### config.mk
export PLATFORM = sky130hd
export DESIGN_NAME = readout_seq
export DESIGN_NICKNAME = d
export VERILOG_FILES = /design/src/rtl/readout_pkg.sv /design/src/rtl/rs_ctrl_decode.sv /design/src/rtl/rs_strobe_track.sv /design/src/rtl/rs_chan_sel.sv /design/src/rtl/rs_word_fmt.sv /design/src/rtl/readout_seq.sv
export SDC_FILE = /design/constraint.sdc
export NUM_CORES = 1
export LEC_CHECK = 0
export ABC_AREA = 1
export BUFFER_PORTS_ARGS = -buffer_cell sky130_fd_sc_hd__buf_2
export CELL_PAD_IN_SITES_DETAIL_PLACEMENT = 0
export CELL_PAD_IN_SITES_GLOBAL_PLACEMENT = 1
export CORE_ASPECT_RATIO = 0.5
export CORE_MARGIN = 10
export CORE_UTILIZATION = 31
export DETAILED_ROUTE_END_ITERATION = 10
export HOLD_SLACK_MARGIN = 0.1
export PLACE_DENSITY = 0.89
export SLEW_MARGIN = 20
export SYNTH_ARGS = -nofsm -noshare
export SYNTH_HDL_FRONTEND = slang
export SYNTH_HIERARCHICAL = 1
export SYNTH_SLANG_ARGS = --single-unit
### constraint.sdc
create_clock -name clk_i -period 2.4 [get_ports clk_i]
set_clock_uncertainty 0.15 [all_clocks]
set_input_delay 0.12 -clock clk_i [delete_from_list [all_inputs] [get_ports clk_i]]
set_output_delay 0.12 -clock clk_i [all_outputs]
set_load 0.05 [all_outputs]
### src/rtl/readout_pkg.sv
package readout_pkg;
  typedef enum logic [1:0] {SRC_DIRECT, SRC_CYCLE, SRC_FIFO} src_e;

  localparam logic [2:0] MODE_CYCLE = 3'd6;
  localparam logic [2:0] MODE_FIFO  = 3'd7;

  function automatic src_e mode_src(input logic [2:0] m);
    if (m == MODE_FIFO)       return SRC_FIFO;
    else if (m == MODE_CYCLE) return SRC_CYCLE;
    else                      return SRC_DIRECT;
  endfunction

  // index of last transfer in one result
  function automatic logic [1:0] last_step(input logic tag, input logic byte_w);
    if (tag && byte_w)      return 2'd2;
    else if (tag || byte_w) return 2'd1;
    else                    return 2'd0;
  endfunction
endpackage

### src/rtl/rs_ctrl_decode.sv
module rs_ctrl_decode #(
  parameter bit CFG_FROM_WRITE = 1'b0
) (
  input  logic       clk_i,
  input  logic       rst_ni,
  input  logic       we_i,
  input  logic [7:0] data_i,
  input  logic [2:0] mode_pin_i,
  input  logic       add_pin_i,
  output logic [2:0] mode_o,
  output logic       add_o,
  output logic [2:0] hold_o,
  output logic       reset_o,
  output logic       rst_cmd_o
);
  logic cmd_wr, cfg_wr;
  logic unused_rsvd;

  assign cmd_wr      = we_i & ~data_i[7];
  assign cfg_wr      = we_i &  data_i[7];
  assign rst_cmd_o   = cmd_wr & data_i[3];
  assign unused_rsvd = ^data_i[6:4];

  always_ff @(posedge clk_i or negedge rst_ni) begin
    if (!rst_ni) begin
      hold_o  <= '0;
      reset_o <= 1'b0;
    end else begin
      hold_o  <= cmd_wr ? data_i[2:0] : 3'b000;
      reset_o <= rst_cmd_o;
    end
  end

  generate
    if (CFG_FROM_WRITE) begin : g_soft
      logic [2:0] mode_q;
      logic       add_q;
      logic       unused_pins;
      assign unused_pins = ^{mode_pin_i, add_pin_i};
      always_ff @(posedge clk_i or negedge rst_ni) begin
        if (!rst_ni) begin
          mode_q <= 3'd0;
          add_q  <= 1'b0;
        end else if (cfg_wr) begin
          mode_q <= data_i[2:0];
          add_q  <= data_i[3];
        end
      end
      assign mode_o = mode_q;
      assign add_o  = add_q;
    end else begin : g_pin
      logic unused_cfg;
      assign unused_cfg = cfg_wr;
      assign mode_o = mode_pin_i;
      assign add_o  = add_pin_i;
    end
  endgenerate
endmodule

### src/rtl/rs_strobe_track.sv
module rs_strobe_track (
  input  logic       clk_i,
  input  logic       rst_ni,
  input  logic       rd_ni,
  input  logic [1:0] last_i,
  input  logic       restart_i,
  output logic [1:0] step_o,
  output logic       done_o
);
  logic rd_q, rise, at_last;

  assign rise    = rd_ni & ~rd_q;
  assign at_last = (step_o >= last_i);
  assign done_o  = rise & at_last & ~restart_i;

  always_ff @(posedge clk_i or negedge rst_ni) begin
    if (!rst_ni) begin
      rd_q   <= 1'b1;
      step_o <= 2'd0;
    end else begin
      rd_q <= rd_ni;
      if (restart_i)    step_o <= 2'd0;
      else if (rise)    step_o <= at_last ? 2'd0 : step_o + 2'd1;
    end
  end
endmodule

### src/rtl/rs_chan_sel.sv
module rs_chan_sel
  import readout_pkg::*;
#(
  parameter int NCH = 6,
  parameter int DW  = 16,
  localparam int CW = (NCH > 1) ? $clog2(NCH) : 1
) (
  input  logic              clk_i,
  input  logic              rst_ni,
  input  src_e              src_i,
  input  logic [2:0]        mode_i,
  input  logic              advance_i,
  input  logic              clear_i,
  input  logic [NCH*DW-1:0] smp_data_i,
  input  logic [NCH-1:0]    smp_valid_i,
  input  logic [DW-1:0]     fifo_data_i,
  input  logic [CW-1:0]     fifo_ch_i,
  input  logic              fifo_empty_i,
  output logic [CW-1:0]     ptr_o,
  output logic [CW-1:0]     ch_o,
  output logic [DW-1:0]     data_o,
  output logic              dv_o
);
  logic [CW-1:0] dir_ch;
  logic [DW-1:0] ch_data [NCH];

  assign dir_ch = CW'(mode_i);

  for (genvar g = 0; g < NCH; g++) begin : g_unpack
    assign ch_data[g] = smp_data_i[g*DW +: DW];
  end

  always_ff @(posedge clk_i or negedge rst_ni) begin
    if (!rst_ni)                              ptr_o <= '0;
    else if (clear_i)                         ptr_o <= '0;
    else if (advance_i && src_i == SRC_CYCLE)
      ptr_o <= (ptr_o == CW'(NCH - 1)) ? '0 : ptr_o + 1'b1;
  end

  always_comb begin
    ch_o   = '0;
    data_o = '0;
    dv_o   = 1'b0;
    unique case (src_i)
      SRC_FIFO: begin
        ch_o   = fifo_ch_i;
        data_o = fifo_data_i;
        dv_o   = ~fifo_empty_i;
      end
      SRC_CYCLE: begin
        ch_o = ptr_o;
        for (int i = 0; i < NCH; i++) begin
          if (ptr_o == CW'(i)) begin
            data_o = ch_data[i];
            dv_o   = smp_valid_i[i];
          end
        end
      end
      default: begin
        ch_o = dir_ch;
        for (int i = 0; i < NCH; i++) begin
          if (dir_ch == CW'(i)) begin
            data_o = ch_data[i];
            dv_o   = smp_valid_i[i];
          end
        end
      end
    endcase
  end
endmodule

### src/rtl/rs_word_fmt.sv
module rs_word_fmt #(
  parameter int DW = 16,
  parameter int CW = 3,
  localparam int BW = DW / 2
) (
  input  logic          tag_i,
  input  logic          byte_i,
  input  logic [1:0]    step_i,
  input  logic [CW-1:0] ch_i,
  input  logic [DW-1:0] data_i,
  input  logic          dv_i,
  output logic [DW-1:0] word_o
);
  logic [DW-1:0] header;
  logic [BW-1:0] tag_byte, lo_b, hi_b;

  assign header   = {1'b1, {(DW-2-CW){1'b0}}, dv_i, ch_i};
  assign tag_byte = {dv_i, ch_i, data_i[BW-CW-2:0]};
  assign lo_b     = data_i[BW-1:0];
  assign hi_b     = data_i[DW-1:BW];

  always_comb begin
    word_o = data_i;
    unique case ({tag_i, byte_i})
      2'b01: word_o = (step_i == 2'd0) ? {lo_b, lo_b} : {hi_b, hi_b};
      2'b10: word_o = (step_i == 2'd0) ? header : data_i;
      2'b11: begin
        if (step_i == 2'd0)      word_o = {tag_byte, tag_byte};
        else if (step_i == 2'd1) word_o = {lo_b, lo_b};
        else                     word_o = {hi_b, hi_b};
      end
      default: word_o = data_i;
    endcase
  end
endmodule

### src/rtl/readout_seq.sv
module readout_seq
  import readout_pkg::*;
#(
  parameter int NCH = 6,
  parameter int DW  = 16,
  parameter bit CFG_FROM_WRITE = 1'b0,
  localparam int CW = (NCH > 1) ? $clog2(NCH) : 1
) (
  input  logic              clk_i,
  input  logic              rst_ni,
  input  logic              rd_ni,
  input  logic [2:0]        mode_i,
  input  logic              add_i,
  input  logic              byte_i,
  input  logic              ctrl_we_i,
  input  logic [7:0]        ctrl_data_i,
  input  logic [NCH*DW-1:0] smp_data_i,
  input  logic [NCH-1:0]    smp_valid_i,
  input  logic [DW-1:0]     fifo_data_i,
  input  logic [CW-1:0]     fifo_ch_i,
  input  logic              fifo_empty_i,
  output logic              fifo_pop_o,
  output logic [DW-1:0]     dout_o,
  output logic [2:0]        hold_o,
  output logic              reset_o
);
  logic [2:0]    eff_mode, mode_q;
  logic          eff_add, tag_on, rst_cmd, restart, seq_done;
  logic [1:0]    step, last;
  src_e          src;
  logic [CW-1:0] ptr, sel_ch;
  logic [DW-1:0] sel_data;
  logic          sel_dv;

  rs_ctrl_decode #(.CFG_FROM_WRITE(CFG_FROM_WRITE)) u_ctrl (
    .clk_i, .rst_ni,
    .we_i(ctrl_we_i), .data_i(ctrl_data_i),
    .mode_pin_i(mode_i), .add_pin_i(add_i),
    .mode_o(eff_mode), .add_o(eff_add),
    .hold_o, .reset_o, .rst_cmd_o(rst_cmd)
  );

  assign src     = mode_src(eff_mode);
  assign tag_on  = eff_add & (src != SRC_DIRECT);
  assign last    = last_step(tag_on, byte_i);

  always_ff @(posedge clk_i or negedge rst_ni) begin
    if (!rst_ni) mode_q <= 3'd0;
    else         mode_q <= eff_mode;
  end

  assign restart = rst_cmd | (mode_q != eff_mode);

  rs_strobe_track u_strobe (
    .clk_i, .rst_ni, .rd_ni,
    .last_i(last), .restart_i(restart),
    .step_o(step), .done_o(seq_done)
  );

  rs_chan_sel #(.NCH(NCH), .DW(DW)) u_sel (
    .clk_i, .rst_ni,
    .src_i(src), .mode_i(eff_mode),
    .advance_i(seq_done), .clear_i(rst_cmd),
    .smp_data_i, .smp_valid_i,
    .fifo_data_i, .fifo_ch_i, .fifo_empty_i,
    .ptr_o(ptr), .ch_o(sel_ch), .data_o(sel_data), .dv_o(sel_dv)
  );

  rs_word_fmt #(.DW(DW), .CW(CW)) u_fmt (
    .tag_i(tag_on), .byte_i,
    .step_i(step), .ch_i(sel_ch), .data_i(sel_data), .dv_i(sel_dv),
    .word_o(dout_o)
  );

  assign fifo_pop_o = seq_done & (src == SRC_FIFO) & ~fifo_empty_i;
endmodule

Word-level counts from Yosys, hierarchy flattened
Index checks and enable logic that the tools add are counted.
- flip-flop bits (word level): 13
- bits of input ports: 139
- output and inout port bits: 21
- logic and storage cells: 93
- $add $sub $neg: 2
- order comparisons: 1
- equality and inequality tests: 19
- mux-type cells: 43
- bitwise logic cells: 13
- reductions and logical operators: 9
- operators by type and width (operator ; number):
    16-bit 2-to-1 mux ; 16
    16-bit one-hot mux with 3 select lines ; 1
    16-bit one-hot mux with 2 select lines ; 1
    3-bit == test (second input constant) ; 6
    1-bit 2-to-1 mux ; 14
    3-bit by 2-bit == test with 1-bit output (second input constant) ; 4
    3-bit 2-to-1 mux ; 4
    2-bit 2-to-1 mux ; 5
    1-bit bitwise AND ; 8
    2-bit by 1-bit == test with 1-bit output (second input constant) ; 3
    2-bit == test (second input constant) ; 3
    3-bit by 1-bit == test with 1-bit output (second input constant) ; 2
    3-bit zero test ; 2
    3-bit one-hot mux with 2 select lines ; 1
    2-bit nonzero test ; 3
    1-bit NOT ; 4
    3-bit by 1-bit adder with 3-bit output (second input constant) ; 1
    3-bit inequality test ; 1
    2-bit by 1-bit adder with 2-bit output (second input constant) ; 1
    2-bit greater-or-equal comparator ; 1
    1-bit logical AND ; 2
    2-bit zero test ; 1
    1-bit one-hot mux with 2 select lines ; 1
    1-bit logical OR ; 1
    1-bit bitwise OR ; 1

Logic depth before layout (Yosys ltp)
Gate-level depths: netlist of run 1.
- word-level depth: 14
- gate-level depth with buffers: 18
- depth with buffers taken out: 16

Modules after synthesis
Netlist of run 1, hierarchy kept.
- by module, submodules not included (module ; instances ; cells an instance ; area an instance (um2) ; sequential area each (um2)):
    rs_chan_sel ; 1 ; 526 ; 2477.4 ; 75.1
    rs_word_fmt ; 1 ; 133 ; 613.1 ; 0.0
    rs_strobe_track ; 1 ; 26 ; 193.9 ; 76.3
    readout_seq ; 1 ; 30 ; 191.4 ; 75.1
    rs_ctrl_decode ; 1 ; 18 ; 170.2 ; 100.1

Worst setup path after synthesis of run 1
OpenSTA, ideal clock, no wires.
- path type: register -> output
- start point: register u_sel.ptr_o[2]
- end point: output dout_o[1]
- arrival time: 2.278 ns
- required time: 2.130 ns
- setup slack: -0.148 ns
- cell stages (with the launch flop): 15
- path buffers: 3
- cells stage by stage: dfrtp_1 -> inv_2 -> buf_6 -> ha_1 -> clkbuf_1 -> clkbuf_1 -> a21oi_1 -> nand2_1 -> nand2_1 -> nand2_1 -> a21oi_2 -> inv_1 -> nand2_1 -> nand3_1 -> nand4_1
- longest elaborated chain between the ends: 11
- elaborated cells between the ends (all ways): 18
- those cells by class: eq/ne: 5; mux: 12; reduce/logical: 1
- RTL lines (item ; line ; RTL):
    start: declaration ; rs_chan_sel.sv:19 ; output logic [CW-1:0] ptr_o,
    start signal: assignment ; rs_chan_sel.sv:37 ; ptr_o <= (ptr_o == CW'(NCH - 1)) ? '0 : ptr_o + 1'b1;
    3-bit zero test ; rs_chan_sel.sv:53 ; if (ptr_o == CW'(i)) begin
    16-bit 2-to-1 mux (5 in a row) ; rs_chan_sel.sv:53 ;
    16-bit 2-to-1 mux (*) ; rs_chan_sel.sv:53 ;
    16-bit one-hot mux with 2 select lines (*) ; rs_chan_sel.sv:44 ; unique case (src_i)
    via sel_data[1] ; readout_seq.sv:32 ; logic [DW-1:0] sel_data;
    16-bit 2-to-1 mux ; rs_word_fmt.sv:29 ; else if (step_i == 2'd1) word_o = {lo_b, lo_b};
    16-bit 2-to-1 mux ; rs_word_fmt.sv:28 ; if (step_i == 2'd0) word_o = {tag_byte, tag_byte};
    16-bit one-hot mux with 3 select lines (*) ; rs_word_fmt.sv:24 ; unique case ({tag_i, byte_i})
    end: declaration ; readout_seq.sv:23 ; output logic [DW-1:0] dout_o,
Mark *: on every way through the listed nets, which the timed path passes. The rest lies on a longest branch.

Worst setup path in the final report of run 1
- start point: register u_sel.ptr_o[1]
- end point: output dout_o[1]
The elaborated chain is that of the path after synthesis.

==> results.py, run 1 <==
metrics = {
    "final_layout": {
        "seq_area_sq_um": 328,
        "fin_nets": 1081,
        "drive_above_1_share_pct": 32.3,
        "fill_cells": 1198,
        "area_growth_pct": 54.0,
        "multi_input_area_sq_um": 2730,
        "postLayoutCellArea_sq_um": 5620,
    },
    "worst_setup_path": {
        "endpoint": "dout_o[1]",
        "cp_max_fo": 5,
        "r2r_slack_ns": 0.36,
        "r2r-start": "u_strobe/step_o[0]$_DFFE_PN0P_",
        "cp.arrival_ns": 2.33,
        "worstPathCellList": "nand2_1, inv_2, ha_4, buf_12, buf_4, a21oi_1, nand2_1, nand2_1, nand2_1, a21oi_2, inv_2, nand2_1, nand3_1, nand4_1, buf_6",
        "slowest_stage": "dfrtp_2",
        "critical-path-max-stage-delay_ns": 0.43,
        "r2r_cells": 12,
        "cp_common_cell": "nand2_1",
        "cp-start-kind": "register",
        "endpoint_kind": "output pin",
        "startpoint": "u_sel/ptr_o[1]$_DFFE_PN0P_",
        "path_class": "reg2out",
        "reg2reg_to": "u_sel/ptr_o[2]$_DFFE_PN0P_",
        "cp.required_ns": 2.13,
    },
    "floorplanning": {
        "die_h_um": 96.7,
        "initial_core_util_pct": 32.4,
        "die_w_um": 173,
        "core_area_sq_um": 11200,
        "fp-row-count": 27,
        "die_area_sq_um": 16800,
        "io_pins": 160,
    },
    "cts": {
        "ctsHtreeMaxLevel": 1,
        "cts_tree": "yes",
        "insertion_delay_ns": 0.24,
        "clockRootBuffer": "clkbuf_16",
        "path_clk_slew_ns": 0.04,
        "cts.sinks": 13,
        "cts_buffer_depth": 2,
        "cts_made_buffers": 3,
    },
    "timing": {
        "grt_setup_unrepaired": "true",
        "slew_violations": 0,
        "fmax_mhz": 385,
        "hold_violations": 0,
        "tightest_slew_ns": 0.479,
        "setup_ws_ns": -0.197,
        "period_needed_ns": 2.60,
        "relSlewSlack_pct": 68.0,
        "fin_crit_sh_pct": 108,
        "final.setup.tns_ns": -2.38,
        "setup_viol": 16,
    },
    "hold_path": {
        "hp-class": "in2async",
    },
    "global_routing": {
        "grt_max_degree": 25,
        "grt_pass1_vias": 5216,
        "grt.overflow.total": 0,
        "track_usage_pct": 18.1,
        "antenna_found_initial": 1,
        "grt_pass1_wl_um": 26000,
    },
    "route": {
        "m1WireLength_um": 6960,
        "dr_total_vias": 5429,
        "routed-wl-met3_um": 1140,
        "drt_iter0_markers": 572,
        "topRoutingLayerUsed": "met4",
        "drt-total-wl_um": 16400,
        "drc": 0,
        "vias_per_cell": 4.96,
        "firstDrtPassIters": 5,
        "wl_met2_um": 8120,
        "wl_per_cell_um": 15.0,
        "ant_nets": 0,
    },
    "pwr": {
        "ir_worst_vdd_mv": 0.606,
        "p_leak_nw": 3.18,
        "power_density_nw_per_um2": 341,
    },
    "yosys": {
        "ys_seq_area_share_pct": 8.96,
        "yosysUniqueCellTypes": 32,
        "synth_warnings": 6,
        "synth_edf_count": 0,
        "synthCells": 733,
        "synthFlopType": "dfrtp_1",
        "syn-num-nets": 878,
        "synth_area_sq_um": 3650,
        "synthTopCellsByArea": "nand2_1, a21oi_1, inv_1",
        "yosysTopAreaCell": "nand2_1",
        "synth_top_area_share_pct": 21.4,
        "synth.top_cells.by_count": "nand2_1, inv_1, a21oi_1, nor2_1, nand3_1",
        "yosysMostFrequentCell": "nand2_1",
        "synth_async_sr_flop_share_pct": 100,
        "yosys_register_bits": 13,
        "syn_avg_cell_area_sq_um": 4.97,
    },
    "run_status": {
        "outcome": "finished with violations",
        "violations": "setup timing",
    },
    "placement": {
        "io_buffers": 156,
        "gp_congestion": 0.891,
        "placed_cell_area_sq_um": 4910,
        "dpl.hpwl_um": 12600,
    },
    "flow_run": {
        "maxCapViolations": 0,
    },
}
[power breakdown]
group | switching [mW] | leakage [nW] | total, mW | internal [mW]
Clock | 0.0816 | 0.0382 | 0.305 | 0.223
Combinational | 0.845 | 2.98 | 1.37 | 0.522
Sequential | 0.0125 | 0.167 | 0.244 | 0.232
[area by class of cell]
| type | instances | area share (%) |
|---|---|---|
| repair buffers | 235 | 31.1 |
| well taps | 159 | 3.54 |
| flip-flops and latches | 13 | 5.84 |
| multi-input cells | 542 | 48.5 |
| diodes | 1 | 0.0446 |
| clock buffers | 4 | 1.40 |
| inverters | 141 | 9.56 |
[routing by layer]
metal	up-vias	track usage, %
met3	18	3.02
li1	2731	-
met5	-	0
met1	2464	22.8
met4	0	2.35
met2	216	32.3
[critical path, delay by kind of cell, from the launching register on]
kind            cells  cell delay (ns)
compound gates      2             0.33
buf+inv             5             0.55
simple gates        7             0.60
fa+ha+maj           1             0.18
flops               1             0.43
[worst min path at each step]
stage	start	to	slack (ns)	cells after the start
2_1_floorplan	rst_ni	mode_q[0]$_DFF_PN0_	-0.33	0
3_3_place_gp	rst_ni	u_ctrl/hold_o[2]$_DFF_PN0_	-0.12	1
3_5_place_dp	rst_ni	u_ctrl/hold_o[1]$_DFF_PN0_	-0.12	1
4_1_cts	rst_ni	u_ctrl/hold_o[2]$_DFF_PN0_	0.16	2
5_1_grt	rst_ni	u_ctrl/hold_o[1]$_DFF_PN0_	0.18	2
6_report	rst_ni	u_ctrl/hold_o[1]$_DFF_PN0_	0.16	2
[state kept, by name, summed over array words and instances (netlist names)]
name and flops:
mode_q 3, u_ctrl/hold_o 3, u_ctrl/reset_o 1, u_sel/ptr_o 3, u_strobe/rd_q 1, u_strobe/step_o 2
[cell families after synthesis]
group	after synthesis	share of synthesized area, %
AND/OR/NAND/NOR	373	43.7
buffers and inverters	178	20.7
AO/OA/AOI/OAI	163	24.6
flip-flops	13	8.96
adder cells (fa/ha/maj)	6	2.06
[through the flow]
step / utilization (%) / hold slack (ns) / instances / total power, mW / setup WS, ns
after floorplan: - / -0.326 / 733 / 1.03 / 0.000639
after global placement: 43.7 / -0.124 / 1060 / 1.40 / -0.0433
after detailed placement: 43.7 / -0.120 / 1060 / 1.41 / -0.0884
after CTS: 49.1 / 0.156 / 1090 / 1.88 / -0.147
after global routing: 49.9 / 0.183 / 1095 / 2.05 / -0.329
final: 49.9 / 0.156 / 1095 / 1.92 / -0.197
[what timing repair did]
action                                  4_1_cts  5_1_grt
pin swaps                                    21       17
endpoints found under the setup margin       16       16
hold buffers                                 12        0
resized for setup                            71       18
gates cloned                                  3        0
endpoints found under the hold margin        21        0
buffers inserted                             11        4
[cell usage in the layout (no fill, tap or decap), drive strengths merged, types with 6 or more instances in the layout]
master,instances
inv,140
dfrtp,12
nand2,213
a21oi,113
ha,6
nand4,11
nand3,56
o22ai,17
dlygate4sd3,12
buf,223
nor2,88
a22oi,10
o21ai,19
Power figures use the tool's default switching activity.
==> run 2: changes to the inputs <==
- ABC_AREA: 1 -> default
- CORE_UTILIZATION: 31 -> 34
- HOLD_SLACK_MARGIN: 0.1 -> default
- PLACE_DENSITY: 0.89 -> 0.87
==> run 2 against run 1 <==
Compared with the run above:
- the flow still finishes with violations (setup timing)
- largest cell class unchanged
- clock power up 3%
- cell area grew 4.1%
- worst hold slack worse by 0.14 ns
- first-iteration DRC count fell by 24%
- critical endpoint is now dout_o[13]
- synthesized cell count down 37%
- critical path type unchanged
- critical path depth down 3
- sequential share of layout area decreased by 0.19 points
==> results.py, run 2 <==
metrics = {
    "run_status": {
        "outcome": "finished with violations",
        "violations": "setup timing",
    },
    "cts": {
        "cts_made_buffers": 3,
        "ctsHtreeMaxLevel": 1,
        "cts_buffer_depth": 2,
        "path_clk_slew_ns": 0.04,
        "cts_tree": "yes",
        "clockRootBuffer": "clkbuf_16",
        "cts.sinks": 13,
        "insertion_delay_ns": 0.24,
    },
    "timing": {
        "period_needed_ns": 2.77,
        "relSlewSlack_pct": 66.0,
        "holdWs_ns": 0.0133,
        "hold_violations": 0,
        "slew_violations": 0,
        "fmax_mhz": 361,
        "setup_ws_ns": -0.368,
        "setup_viol": 16,
        "grt_setup_unrepaired": "true",
        "fin_crit_sh_pct": 115,
        "tightest_slew_ns": 0.510,
    },
    "global_routing": {
        "grt_max_degree": 30,
        "grt_pass1_vias": 4933,
        "grt.overflow.total": 0,
        "antenna_found_initial": 1,
        "grt_pass1_wl_um": 25900,
        "track_usage_pct": 20.6,
    },
    "yosys": {
        "synth_top_area_share_pct": 15.4,
        "syn_avg_cell_area_sq_um": 7.77,
        "synthTopCellsByArea": "mux2i_1, dfrtp_1, mux2_2",
        "yosys_register_bits": 13,
        "synthFlopType": "dfrtp_1",
        "syn-num-nets": 606,
        "yosysTopAreaCell": "mux2i_1",
        "synth_async_sr_flop_share_pct": 100,
        "synth_area_sq_um": 3580,
        "synth_edf_count": 0,
        "yosysUniqueCellTypes": 60,
        "ys_seq_area_share_pct": 9.12,
        "synth.top_cells.by_count": "mux2i_1, o21ai_0, a21oi_1, mux2_2, buf_2",
        "synth_warnings": 6,
        "synthCells": 461,
        "yosysMostFrequentCell": "mux2i_1",
    },
    "worst_setup_path": {
        "cp.required_ns": 2.13,
        "path_class": "reg2out",
        "slowest_stage": "dfrtp_2",
        "cp-start-kind": "register",
        "critical-path-max-stage-delay_ns": 0.41,
        "endpoint_kind": "output pin",
        "cp_max_fo": 8,
        "path_buf_inv": 5,
        "path_delay_family": "buffers and inverters",
        "worstPathCellList": "buf_12, nor3b_4, buf_6, buf_4, a221oi_2, nor3_1, o21a_2, buf_6, mux2_4, nand2_4, o211ai_1, buf_4",
        "cp.arrival_ns": 2.50,
    },
    "route": {
        "drt-total-wl_um": 16900,
        "ant_nets": 0,
        "vias_per_cell": 5.82,
        "drt_iter0_markers": 436,
        "dr_total_vias": 4714,
        "wl_per_cell_um": 20.8,
        "drc": 0,
        "firstDrtPassIters": 6,
    },
    "floorplanning": {
        "io_pins": 160,
        "die_h_um": 92.6,
        "core_area_sq_um": 10200,
        "initial_core_util_pct": 34.9,
        "die_area_sq_um": 15300,
        "die_w_um": 165,
        "fp-row-count": 26,
    },
    "final_layout": {
        "seq_area_sq_um": 330,
        "drive_above_1_share_pct": 55.2,
        "area_growth_pct": 63.3,
        "postLayoutCellArea_sq_um": 5850,
        "fill_cells": 945,
        "reg_top3": "mode_q x3, u_ctrl/hold_o x3, u_sel/ptr_o x3",
        "fin_nets": 815,
        "final_cell_mix": "buf_2, buf_4, mux2i_1, a21oi_1, o21ai_0",
        "mostFrequentLayoutCell": "buf_2",
        "multi_input_area_sq_um": 3390,
    },
    "hold_path": {
        "hp-class": "in2reg",
    },
    "pwr": {
        "power_density_nw_per_um2": 315,
        "ir_worst_vdd_mv": 0.392,
        "p_leak_nw": 2.54,
    },
    "placement": {
        "gp_congestion": 0.929,
        "placed_cell_area_sq_um": 5150,
        "io_buffers": 156,
        "dpl.hpwl_um": 13100,
    },
    "flow_run": {
        "maxCapViolations": 0,
    },
}
-- run 2: cell types whose count changed after synthesis, sizes merged, moves of 17 or more --
cell and delta:
o22ai -17, mux2 +27, nor2 -70, mux2i +55
nand2 -192, inv -127, o21ai +32, a21oi -74
nand3 -49, a221oi +17
-- run 2: path summary, 6_finish.rpt --
kind / from / end / slack [ns] / depth (start not counted)
max in group asynchronous: rst_ni / u_strobe/rd_q$_DFF_PN1_ / 1.68 / 2
min reg2reg: u_sel/ptr_o[2]$_DFFE_PN0P_ / u_sel/ptr_o[2]$_DFFE_PN0P_ / 0.51 / 2
min in group asynchronous: rst_ni / u_strobe/step_o[1]$_DFFE_PN0P_ / 0.14 / 2
min: ctrl_data_i[1] / u_ctrl/hold_o[1]$_DFF_PN0_ / 0.01 / 2
max: u_sel/ptr_o[0]$_DFFE_PN0P_ / dout_o[13] / -0.37 / 12
max reg2reg: u_strobe/step_o[1]$_DFFE_PN0P_ / u_sel/ptr_o[2]$_DFFE_PN0P_ / 0.26 / 8
-- run 2: per-stage QoR --
step | worst slack [ns] | TNS [ns] | util, % | std cells | power [mW]
after floorplan | -0.575 | -3.93 | - | 461 | 0.912
after global placement | -0.441 | -3.50 | 50.3 | 783 | 1.37
after detailed placement | -0.391 | -4.05 | 50.3 | 783 | 1.38
after CTS | -0.336 | -4.07 | 55.3 | 804 | 1.79
after global routing | -0.452 | -5.93 | 57.0 | 810 | 1.93
final | -0.368 | -4.58 | 57.0 | 810 | 1.84
-- run 2: metal layers --
| metal | track usage (%) | vias up | wire (um) |
|---|---|---|---|
| met4 | 4.40 | 0 | 269 |
| met5 | 0 | - | 0 |
| li1 | - | 2213 | - |
| met1 | 26.9 | 2261 | 7190 |
| met3 | 3.22 | 25 | 1240 |
| met2 | 35.1 | 215 | 8190 |
-- run 2: what timing repair did --
action,in CTS,in global routing
endpoints found under the setup margin,17,17
cloned,0,0
endpoints found under the hold margin,17,0
hold buffers,5,0
resized for setup,71,36
pin swaps,34,25
setup buffers,13,5
-- run 2: layout make-up --
class                      count  area share (%)
antenna                        1          0.0428
clock buffer                   4            1.35
inverter                      13           0.963
multi-input combinational    387            58.0
sequential                    13            5.65
tap                          140            3.00
timing repair buffer         252            31.0
-- run 2: logic make-up (layout without fill, tap and decap cells) --
kind of cell	after synthesis	after routing	synth area share, %
other	0	1	0
flip-flops	13	13	9.12
AND/OR/NAND/NOR	102	102	16.0
AO/OA/AOI/OAI	193	193	38.0
XOR/XNOR	4	4	0.979
adder cells (fa/ha/maj)	6	6	2.10
multiplexers	82	82	24.3
buffers and inverters	61	269	9.54
-- run 2: power breakdown --
group          switching [mW]  total [mW]  leakage (nW)  internal, mW
Sequential            0.00283       0.230         0.164         0.227
Combinational           0.693        1.30          2.34         0.607
Clock                  0.0891       0.313        0.0382         0.224
Total                   0.785        1.84          2.54          1.06
==> run 3: changes to the inputs <==
- CORE_ASPECT_RATIO: 0.5 -> 0.75
- CORE_MARGIN: 10 -> default
- TNS_END_PERCENT: default -> 5
==> run 3 against run 2 <==
Compared with the run above:
- the run still ends with setup timing left
- combinational power fell by 15%
- critical path depth fell by 2
- sequential share of layout area rose by 0.46 points
- die area decreased by 28%
- clock-buffer cell count unchanged
- sequential cell count is the same
- largest power group unchanged
==> results.py, run 3 (same netlist as run 2, synthesis figures left out) <==
metrics = {
    "placement": {
        "dpl.hpwl_um": 12000,
        "gp_congestion": 0.964,
        "placed_cell_area_sq_um": 4980,
        "io_buffers": 156,
    },
    "final_layout": {
        "fill_cells": 1013,
        "antenna_cells": 0,
        "area_growth_pct": 49.9,
        "final_cell_mix": "buf_2, buf_4, mux2i_1, o21ai_0, a21oi_1",
        "reg_top3": "mode_q x3, u_ctrl/hold_o x3, u_sel/ptr_o x3",
        "drive_above_1_share_pct": 50.1,
        "seq_area_sq_um": 328,
        "fin_nets": 821,
        "postLayoutCellArea_sq_um": 5370,
        "multi_input_area_sq_um": 3060,
        "post-route-util_pct": 52.3,
        "mostFrequentLayoutCell": "buf_2",
    },
    "cts": {
        "cts.sinks": 13,
        "path_clk_slew_ns": 0.04,
        "cts_made_buffers": 3,
        "clockRootBuffer": "clkbuf_16",
        "ctsHtreeMaxLevel": 1,
        "cts_tree": "yes",
        "insertion_delay_ns": 0.24,
        "cts_buffer_depth": 2,
    },
    "timing": {
        "period_needed_ns": 2.72,
        "setup_viol": 16,
        "tightest_slew_ns": 0.437,
        "fin_crit_sh_pct": 113,
        "grt_setup_unrepaired": "true",
        "hold_violations": 0,
        "setup_ws_ns": -0.320,
        "slew_violations": 0,
        "relSlewSlack_pct": 70.8,
        "fmax_mhz": 368,
    },
    "pwr": {
        "switching_share_pct": 43.1,
        "p_comb_share_pct": 67.3,
        "ir_worst_vdd_mv": 0.294,
        "p_seq_share_pct": 14.0,
        "p_leak_nw": 2.49,
        "internal-power_mw": 0.939,
        "clkPwrFrac_pct": 18.8,
        "power.switching_mw": 0.712,
        "power_density_nw_per_um2": 308,
    },
    "floorplanning": {
        "die_w_um": 120,
        "fp-row-count": 32,
        "io_pins": 160,
        "core_area_sq_um": 10200,
        "die_h_um": 90.9,
        "initial_core_util_pct": 34.9,
        "die_area_sq_um": 10900,
    },
    "worst_setup_path": {
        "cp-start-kind": "register",
        "cp_max_fo": 13,
        "worstPathCellList": "buf_12, nor3b_4, buf_12, a221oi_2, nor3_1, o21a_2, nand3_1, a221o_1, nand2_1, buf_6",
        "path_class": "reg2out",
        "slowest_stage": "dfrtp_2",
        "cp.required_ns": 2.13,
        "cp.arrival_ns": 2.45,
        "path_buf_inv": 3,
        "cp_common_cell": "buf_12",
        "critical-path-max-stage-delay_ns": 0.44,
        "endpoint_kind": "output pin",
        "path_delay_family": "compound AO/OA/AOI/OAI gates",
    },
    "route": {
        "dr_total_vias": 4690,
        "firstDrtPassIters": 5,
        "drt_iter0_markers": 485,
        "ant_nets": 0,
        "drt-total-wl_um": 15400,
        "vias_per_cell": 5.78,
        "wl_per_cell_um": 19.0,
        "drc": 0,
    },
    "run_status": {
        "outcome": "finished with violations",
        "violations": "setup timing",
    },
    "flow_run": {
        "maxCapViolations": 0,
    },
    "global_routing": {
        "grt_pass1_wl_um": 23800,
        "grt.overflow.total": 0,
        "track_usage_pct": 27.1,
        "grt_max_degree": 30,
        "antenna_found_initial": 0,
        "grt_pass1_vias": 4593,
    },
    "hold_path": {
        "hp-class": "in2reg",
    },
}
-- run 3: power by group through the flow --
stage	Sequential (mW)	Combinational, mW	Clock (mW)
floorplan	0.243	0.601	0
global placement	0.234	0.986	0
detailed placement	0.234	0.998	0
CTS	0.231	1.08	0.318
global route	0.231	1.17	0.327
finish	0.231	1.11	0.310
-- run 3: final cells by class --
type	instances	share of cell area [%]
Multi-Input combinational cell	387	57.0
Timing Repair Buffer	258	31.3
Sequential cell	13	6.11
Tap cell	136	3.17
Clock buffer	4	1.47
Inverter	13	0.956
-- run 3: metrics by stage --
step / hold slack [ns] / power (mW) / instances / worst slack [ns] / setup TNS [ns]
after floorplan: -0.326 / 0.844 / 461 / -0.580 / -6.93
after global placement: -0.141 / 1.22 / 796 / -0.372 / -2.46
after detailed placement: -0.128 / 1.23 / 796 / -0.354 / -3.07
after CTS: 0.00842 / 1.63 / 811 / -0.303 / -4.15
after global routing: 0.0290 / 1.73 / 811 / -0.411 / -5.94
final: 0.0108 / 1.65 / 811 / -0.320 / -4.37
-- run 3: repair_timing --
item,4_1_cts,5_1_grt
gates cloned,1,0
setup buffers,3,0
hold buffers,7,0
endpoints found under the setup margin,17,18
gates resized for setup,49,15
pin swaps,9,3
endpoints found under the hold margin,19,0
-- run 3: worst reg2reg max path: stages (launching register included) --
cell and delay (ns):
dfrtp_1 0.36, xor2_1 0.14, or4_1 0.56, nor3_2 0.20
buf_4 0.15, nand2_1 0.10, a211oi_1 0.26, a21oi_1 0.07
nor2_1 0.09
-- run 3: metal layers --
layer  share of wire, %  up-vias  track usage (%)
met1                 46     2199             38.7
met3                7.9       19             1.64
met5                  0        -                0
met2                 45      261             44.2
met4                1.3        0             6.38
li1                   -     2211                -
-- run 3: path summary, 6_finish.rpt --
check	cells after the start	end	start	slack, ns
setup / recovery	10	dout_o[5]	u_sel/ptr_o[0]$_DFFE_PN0P_	-0.32
hold / removal	2	u_ctrl/hold_o[0]$_DFF_PN0_	ctrl_we_i	0.01
setup reg to reg	8	u_sel/ptr_o[2]$_DFFE_PN0P_	mode_q[2]$_DFF_PN0_	0.24
hold reg to reg	3	u_sel/ptr_o[1]$_DFFE_PN0P_	u_sel/ptr_o[1]$_DFFE_PN0P_	0.58
max in group asynchronous	2	u_strobe/rd_q$_DFF_PN1_	rst_ni	1.67
min in group asynchronous	2	u_ctrl/reset_o$_DFF_PN0_	rst_ni	0.15
